<file path="src/rtl/disp_regport.sv">
module disp_regport #(
  parameter int          STRIDE_LOG2 = 0,
  parameter int          DEPTH       = 24,
  parameter int          MAX_W       = 2360,
  parameter int          MAX_H       = 1770,
  parameter logic [31:0] MEM_BASE    = 32'hE000_0000,
  parameter logic [31:0] MEM_BYTES   = 32'h0100_0000,
  parameter logic [31:0] RING_BYTES  = 32'h0001_0000,
  parameter int          SCRATCH_N   = 16
) (
  input  logic                   clk,
  input  logic                   rst_n,
  input  logic                   req_valid,
  output logic                   req_ready,
  input  logic                   req_write,
  input  logic [STRIDE_LOG2+1:0] req_addr,
  input  logic [31:0]            req_wdata,
  input  logic                   cursor_sink,
  output logic                   rsp_valid,
  output logic [31:0]            rsp_rdata,
  output logic                   rsp_bad,
  output logic                   disp_enable,
  output logic                   ring_config,
  output logic                   cfg_done,
  output logic                   cursor_evt,
  output logic                   cursor_on,
  output logic [31:0]            cursor_x,
  output logic [31:0]            cursor_y
);
  localparam int          BYPP   = (DEPTH + 7) / 8;
  localparam logic [31:0] BPP    = 32'(BYPP * 8);
  localparam logic [31:0] BYPP32 = 32'(BYPP);
  localparam int          SW     = (SCRATCH_N > 1) ? $clog2(SCRATCH_N) : 1;
  localparam logic [31:0] MAGIC  = 32'h9000_0000;

  localparam logic [31:0] I_ID = 0, I_EN = 1, I_W = 2, I_H = 3, I_MAXW = 4, I_MAXH = 5;
  localparam logic [31:0] I_DEPTH = 6, I_BPP = 7, I_BPL = 12, I_VSZ = 15, I_FBSZ = 16;
  localparam logic [31:0] I_CAPS = 17, I_MSTART = 18, I_MSZ = 19, I_CFG = 20, I_GUEST = 23;
  localparam logic [31:0] I_CID = 24, I_CX = 25, I_CY = 26, I_CON = 27, I_HBPP = 28, I_SCN = 29;
  localparam logic [31:0] I_LAST = 32, PAL_LO = 1024, PAL_HI = 1791, SCR_LO = 1792;
  localparam logic [31:0] SCR_HI = SCR_LO + 32'(SCRATCH_N) - 1;

  logic [31:0] index_q, id_q, width_q, height_q, fb_q, guest_q, cur_id_q;
  logic [31:0] scr_q [SCRATCH_N];
  logic [31:0] val_mux, w_nxt, h_nxt;
  logic [1:0]  psel;
  logic        rd, wr_idx, wr_val, in_pal, in_scr, known;
  logic [SW-1:0] sidx;

  assign req_ready = 1'b1;
  assign psel   = req_addr[STRIDE_LOG2 +: 2];
  assign rd     = req_valid && !req_write;
  assign wr_idx = req_valid && req_write && psel == 2'd0;
  assign wr_val = req_valid && req_write && psel == 2'd1;
  assign in_pal = index_q >= PAL_LO && index_q <= PAL_HI;
  assign in_scr = index_q >= SCR_LO && index_q <= SCR_HI;
  assign known  = index_q <= I_LAST;
  assign sidx   = SW'(index_q - SCR_LO);
  assign w_nxt  = (wr_val && index_q == I_W) ? req_wdata : width_q;
  assign h_nxt  = (wr_val && index_q == I_H) ? req_wdata : height_q;

  always_comb begin
    case (index_q)
      I_ID:          val_mux = id_q;
      I_EN:          val_mux = {31'd0, disp_enable};
      I_W:           val_mux = width_q;
      I_H:           val_mux = height_q;
      I_MAXW:        val_mux = 32'(MAX_W);
      I_MAXH:        val_mux = 32'(MAX_H);
      I_DEPTH:       val_mux = 32'(DEPTH);
      I_BPP, I_HBPP: val_mux = BPP;
      I_BPL:         val_mux = BYPP32 * width_q;
      I_VSZ:         val_mux = MEM_BYTES - RING_BYTES;
      I_FBSZ:        val_mux = fb_q;
      I_CAPS:        val_mux = {24'd0, {3{cursor_sink}}, 3'd0, 2'b11};
      I_MSTART:      val_mux = MEM_BASE + MEM_BYTES - RING_BYTES;
      I_MSZ:         val_mux = RING_BYTES;
      I_CFG:         val_mux = {31'd0, ring_config};
      I_GUEST:       val_mux = guest_q;
      I_CID:         val_mux = cur_id_q;
      I_CX:          val_mux = cursor_x;
      I_CY:          val_mux = cursor_y;
      I_CON:         val_mux = {31'd0, cursor_on};
      I_SCN:         val_mux = 32'(SCRATCH_N);
      default:       val_mux = in_scr ? scr_q[sidx] : 32'd0;
    endcase
  end

  always_ff @(posedge clk) begin
    if (!rst_n) begin
      index_q <= '0; id_q <= MAGIC | 32'd2; width_q <= '0; height_q <= '0; fb_q <= '0;
      guest_q <= '0; cur_id_q <= '0; cursor_x <= '0; cursor_y <= '0; cursor_on <= 1'b0;
      disp_enable <= 1'b0; ring_config <= 1'b0; cfg_done <= 1'b0; cursor_evt <= 1'b0;
      rsp_valid <= 1'b0; rsp_rdata <= '0; rsp_bad <= 1'b0;
      for (int i = 0; i < SCRATCH_N; i++) scr_q[i] <= '0;
    end else begin
      cfg_done   <= 1'b0;
      cursor_evt <= 1'b0;
      rsp_valid  <= rd;
      rsp_bad    <= rd && psel == 2'd1 && !(known || in_pal || in_scr);
      rsp_rdata  <= !rd ? 32'd0 : (psel == 2'd0) ? index_q : (psel == 2'd1) ? val_mux : 32'd0;
      if (wr_idx) index_q <= req_wdata;
      if (wr_val) begin
        case (index_q)
          I_ID:    if (req_wdata == MAGIC || req_wdata == (MAGIC | 32'd1) || req_wdata == (MAGIC | 32'd2))
                     id_q <= req_wdata;
          I_EN:    begin
                     disp_enable <= |req_wdata;
                     ring_config <= ring_config & (|req_wdata);
                   end
          I_W:     width_q <= req_wdata;
          I_H:     height_q <= req_wdata;
          I_CFG:   begin
                     ring_config <= |req_wdata;
                     cfg_done    <= |req_wdata;
                   end
          I_GUEST: guest_q <= req_wdata;
          I_CID:   cur_id_q <= req_wdata;
          I_CX:    cursor_x <= req_wdata;
          I_CY:    cursor_y <= req_wdata;
          I_CON:   if (req_wdata <= 32'd1) begin
                     cursor_on  <= req_wdata[0];
                     cursor_evt <= 1'b1;
                   end
          default: if (in_scr) scr_q[sidx] <= req_wdata;
        endcase
        if (index_q == I_W || index_q == I_H || index_q == I_EN)
          fb_q <= BYPP32 * w_nxt * h_nxt;
      end
    end
  end
endmodule


</file>
<file path="config.mk">
export PLATFORM = sky130hd
export DESIGN_NAME = disp_regport
export DESIGN_NICKNAME = d
export VERILOG_FILES = /design/src/rtl/disp_regport.sv
export SDC_FILE = /design/constraint.sdc
export NUM_CORES = 2
export LEC_CHECK = 0
export ABC_AREA = 1
export ABC_CLOCK_PERIOD_IN_PS = 18500
export BUFFER_PORTS_ARGS = -buffer_cell sky130_fd_sc_hd__buf_4
export CORE_UTILIZATION = 40
export CTS_CLUSTER_DIAMETER = 80
export DETAILED_ROUTE_END_ITERATION = 10
export GPL_TIMING_DRIVEN = 0
export REMOVE_ABC_BUFFERS = 1
export SETUP_SLACK_MARGIN = 0.4
export SYNTH_ARGS = -nofsm -noshare
export SYNTH_HDL_FRONTEND = slang
export SYNTH_SLANG_ARGS = --single-unit
</file>
<file path="constraint.sdc">
create_clock -name clk -period 18.5 [get_ports clk]
set_input_delay 3.7 -clock clk [delete_from_list [all_inputs] [get_ports clk]]
set_output_delay 3.7 -clock clk [all_outputs]
set_load 0.05 [all_outputs]
</file>
Word level (Yosys, flattened, before mapping)
Memory sizes are Yosys's and may differ from the RTL's.
Cells that the tools add are included.
Widths: inputs -> output; s select.
{ "classes": {"eq_ne": 25, "multipliers": 3, "magnitude_cmp": 6, "bitwise": 1, "reduce_logical": 39, "n_mux": 17, "add_sub_neg": 1} }
{ "ops": {"columns": ["operator", "n"], "rows": [
  ["$pmux 32 s20", 1],
  ["$eq 32x5->1 const B", 12],
  ["$mux 32", 6],
  ["$eq 32x3->1 const B", 4],
  ["$eq 32x32->1 const B", 3],
  ["$eq 32x2->1 const B", 2],
  ["$eq 32x4->1 const B", 2],
  ["$ge 32x11->1 const B", 2],
  ["$le 32x11->1 const B", 2],
  ["$mul 2x32->32 const A", 2],
  ["$reduce_or 32->1", 2],
  ["$eq 32x1->1 const B", 1],
  ["$le 32x1->1 const B", 1],
  ["$le 32x6->1 const B", 1],
  ["$logic_not 32->1", 1],
  ["$mul 32x32->32", 1],
  ["$reduce_and 2->1", 10],
  ["$reduce_and 3->1", 4],
  ["$logic_and 1x1->1", 10],
  ["$reduce_or 10->1", 1],
  ["$mux 1", 8],
  ["$logic_or 1x1->1", 6],
  ["$mux 4", 1],
  ["$sub 4x1->4 const B", 1],
  ["other kinds (7)", 8]
]} }
{ "totals": {"mem_bits_rw": 512, "memories": 1, "out_inout_bits": 104, "in_bits": 39, "wordCells": 110, "ff_bits": 327} }
{ "memory_table": {"columns": ["memory", "words", "width", "rd", "rd_clocked_by_memory_dff", "write_ports", "line_no", "rtl"], "rows": [
  ["scr_q", 16, 32, 1, 0, 16, "44", "logic [31:0] scr_q [SCRATCH_N];"]
]} }

Longest topological paths before layout
{ "logic_depth": {"depth_word": 9, "mapped_depth": 57, "ltp_nobuf": 56} }

Worst setup path after synthesis
No wires, ideal clock.
{ "synth_timing": {"kind": "input -> register", "start": "input port req_addr[1]", "end": "register fb_q[31]", "arrival_ns": 12.159, "path_stages": 50, "required_time_ns": 18.374, "n_path_buf": 3, "setup_ns": 0.126, "slack_ns": 6.215, "path_cell_list": "inv_1 > nand2_1 > nor2_2 > nand3_4 > buf_6 > buf_2 > clkinv_1 > clkbuf_1 > nand2_1 > nand2_1 > ha_1 > a21oi_1 > inv_1 > a31oi_1 > nand2_1 > a21oi_1 > nand2_1 > nand2_1 > [... 14 more ...] > inv_1 > fa_1 > inv_1 > ha_1 > inv_1 > o21bai_1 > a221oi_1 > o21ai_0 > nor2_1 > inv_1 > nand2_1 > nand2_2 > nand2_1 > inv_1 > nor2_1 > nand2_1 > nand2_1 > a21oi_2"} }
{ "synth_between": {"elab_chain_len": 6, "elab_cells_between_ends": 9, "cone_classes": "mul (2); eq/ne (1); mux (2); reduce/logical (4)"} }
{ "synth_rtl": {"columns": ["element", "line_no", "rtl"], "rows": [
  ["from (decl)", "16", "input logic [STRIDE_LOG2+1:0] req_addr,"],
  ["$eq 2x1->1 (*)", "54", "assign wr_val = req_valid && req_write && psel == 2'd1;"],
  ["$logic_and 1x1->1 (*)", "54", null],
  ["$logic_and 1x1->1", "59", "assign w_nxt = (wr_val && index_q == I_W) ? req_wdata : width_q;"],
  ["$mux 32", "59", null],
  ["$mul 2x32->32", "128", "fb_q <= BYPP32 * w_nxt * h_nxt;"],
  ["$mul 32x32->32", "128", null],
  ["to (signal assigned)", "128", null],
  ["to (decl)", "43", "logic [31:0] index_q, id_q, width_q, height_q, fb_q, guest_q, cur_id_q;"]
]} }
Mark *: on every way between the ends. The rest lies on a longest branch, timed or not.
A chain may end at the register's enable or synchronous reset.

Worst setup path after layout
Ends and elaborated chain as after synthesis.

==> flow_summary.ini <==
[die]
chipHeight_um = 376
num_rows = 136
dieWidth_um = 376
initial_core_util_pct = 40.5
die_area_sq_um = 141000
io_pins = 143
coreArea_sq_um = 138000

[route]
final_antenna_net_count = 0
via_count = 48000
post-route-drc-count = 0
wl_mm = 208
dr.pass1.iters = 5
drt-vias-per-instance = 5.64
dr.first_iter.drc_count = 5445
avgRoutedWirePerCell_um = 24.4

[setup_path]
cpMostUsedCell = nand2_1
cp_slowest_cell = nand2_1
rr_startpoint = index_q[27]
cp-startpoint = req_addr[1]
critPathCaptureType = flop
criticalPathCategory = in2reg
slowest_delay_ns = 0.76
path_max_fanout = 49
cp.arrival_ns = 15.72
critPathRequiredTime_ns = 19.07
cp-start-kind = input port

[yosys]
yosysWarnings = 0
netlist_area_sq_um = 55900
yosysSeqAreaShare_pct = 39.4
synth.avg_cell_area_sq_um = 8.38
synth_edf_count = 512
synth_flop_cell = edfxtp_1
ys_types = 68
ys_ff_latch = 843
async_reset_ff_share_pct = 0
netlist_instances = 6668

[global_routing]
busiest_layer = met2
grt_pass1_vias = 46000
grt_usage_pct = 29.0
grt_pass1_wl_mm = 303
met1_usage_pct = 37.1
overflow = 0
antenna_found_initial = 8
grt_start_max_net_pins = 155
use_met3_pct = 4.84
use_met2_pct = 47.7

[placement]
dp_slack_ns = 2.78
gp_congestion = 0.960
dp_hpwl_mm = 148
io_buffers = 141

[layout]
drive_above_1_share_pct = 8.52
final_common_cell = nand2_1
area_delta_synth_final_pct = 11.4
utilization_pct = 45.1
nNetsFinal = 7186
mostFrequentLayoutCells = nand2_1, nor2_1, inv_1

[sta]
report.final.slew_viol_count = 21
rsz0062_at_grt = false
setup_ws_ns = 3.35
holdWs_ns = 0.449
worstMarginPinSlew_ns = 1.50
finalSetupViolCount = 0
finalCriticalPeriod_ns = 15.15
tns_ns = 0
max_freq_ghz = 0.0660
slew_headroom_pct = -0.237
finalHoldViolCount = 0
layout_worst_path_cycle_share_pct = 81.9
skew_ns = 0.0277

[cts]
cts_buffers = 89
clk_latency_ns = 0.68
cts_tree = built
cts_resized = 0
cts_setup_buffers = 0
numClockSinks = 843
cts_buffer_depth = 3
clockRootBuffer = clkbuf_16
ctsHoldBuffers = 0
h-tree-depth = 3
clkSlewWorstSetupHoldPaths_ns = 0.06

[pwr]
combPwrFrac_pct = 7.6
powerDensity_nw_per_um2 = 66.2
power.internal_uw = 3080
total_power_uw = 4120
p_leak_uw = 0.0268
p_sw_share_pct = 25.2
seq_power_share_pct = 49.7
vdd_drop_max_v = 0.0000790
p_clk_share_pct = 42.8
p_sw_uw = 1040

[min_path]
min_path_type = reg2reg
hold_start = id_q[28]

[status]
status = finished with violations
violations = max-capacitance violations, max-slew violations

[job]
max-cap-violations = 4
worst max-delay path, delay by kind of cell:
family          cells  cell delay, ns
buf+inv            11            1.90
simple gates       16            3.94
fa+ha+maj          10            4.88
compound gates      8            1.21
cell type report:
| cell class | count | area [sq um] |
|---|---|---|
| antenna | 2 | 5.00 |
| tap | 1863 | 2330 |
| fill | 13400 | 75800 |
| inverter | 860 | 3250 |
| clock buffer | 135 | 2530 |
| timing repair buffer | 215 | 2490 |
| clock inverter | 31 | 294 |
| multi-input combinational | 4557 | 29300 |
| sequential | 843 | 22000 |
worst paths after layout:
path,depth (start not counted),endpoint,slack (ns)
worst max-delay path,45,fb_q[31],3.35
worst min-delay path,2,id_q[28],0.45
worst max register to register,46,fb_q[31],6.57
worst min register to register,2,id_q[28],0.45
flip-flops by register name, indices dropped and copies added (netlist names), named ones only:
name	count
cfg_done	1
cur_id_q	32
cursor_evt	1
cursor_on	1
cursor_x	32
cursor_y	32
disp_enable	1
fb_q	32
guest_q	32
height_q	32
id_q	32
index_q	32
ring_config	1
rsp_bad	1
rsp_rdata	32
rsp_valid	1
scr_q	512
width_q	32
synthesized netlist by cell type (all sizes together) (7+ instances only):
cell type | n | share of area, %
clkbuf | 359 | 2.4
fa | 409 | 15
nand3b | 10 | 0.14
a221oi | 56 | 0.88
a2111oi | 7 | 0.11
nand3 | 235 | 2.2
a221o | 15 | 0.27
inv | 840 | 5.6
clkinv | 20 | 0.14
nor3 | 32 | 0.30
nand4 | 40 | 0.45
buf | 49 | 0.45
nor4 | 22 | 0.25
nand2 | 1309 | 9.1
a31oi | 29 | 0.32
a211oi | 11 | 0.15
nor2 | 1004 | 6.9
o211ai | 15 | 0.20
o31ai | 8 | 0.11
dfxtp | 331 | 12
a22oi | 65 | 0.87
o21bai | 9 | 0.12
o311ai | 35 | 0.55
a21oi | 624 | 5.6
o2111ai | 9 | 0.14
xor2 | 27 | 0.42
o21ai | 309 | 2.8
o22ai | 38 | 0.43
edfxtp | 512 | 28
xnor2 | 21 | 0.34
or2 | 10 | 0.11
ha | 172 | 3.9
cell families (layout without fill, tap and decap cells):
kind of cell,after synthesis,after routing,synth area share [%]
buffers and inverters,1268,1241,8.65
XOR/XNOR,49,49,0.808
flip-flops,843,843,39.4
AND/OR/NAND/NOR,2669,2669,19.6
other,1,3,0.00671
adder cells (fa/ha/maj),581,581,18.5
AO/OA/AOI/OAI,1257,1257,13.1
routing by layer:
layer / vias to the layer above / wire length [um]
met5: - / 13
met1: 23600 / 81500
met2: 2377 / 97300
met4: 2 / 11000
li1: 21600 / -
met3: 490 / 17900
power by group through the flow:
stage	sequential [uW]	combinational (uW)	clock, uW
floorplan	2090	138	0
global placement	2100	278	0
detailed placement	2090	302	0
CTS	2050	303	1770
global route	2050	323	1850
finish	2050	312	1760
per-stage QoR:
step / instance area (sq um) / cells
after floorplan: 54300 / 6260
after global placement: 57700 / 8264
after detailed placement: 59400 / 8338
after CTS: 62200 / 8504
after global routing: 62200 / 8504
final: 62200 / 8506
Power figures use the tool's default switching activity.
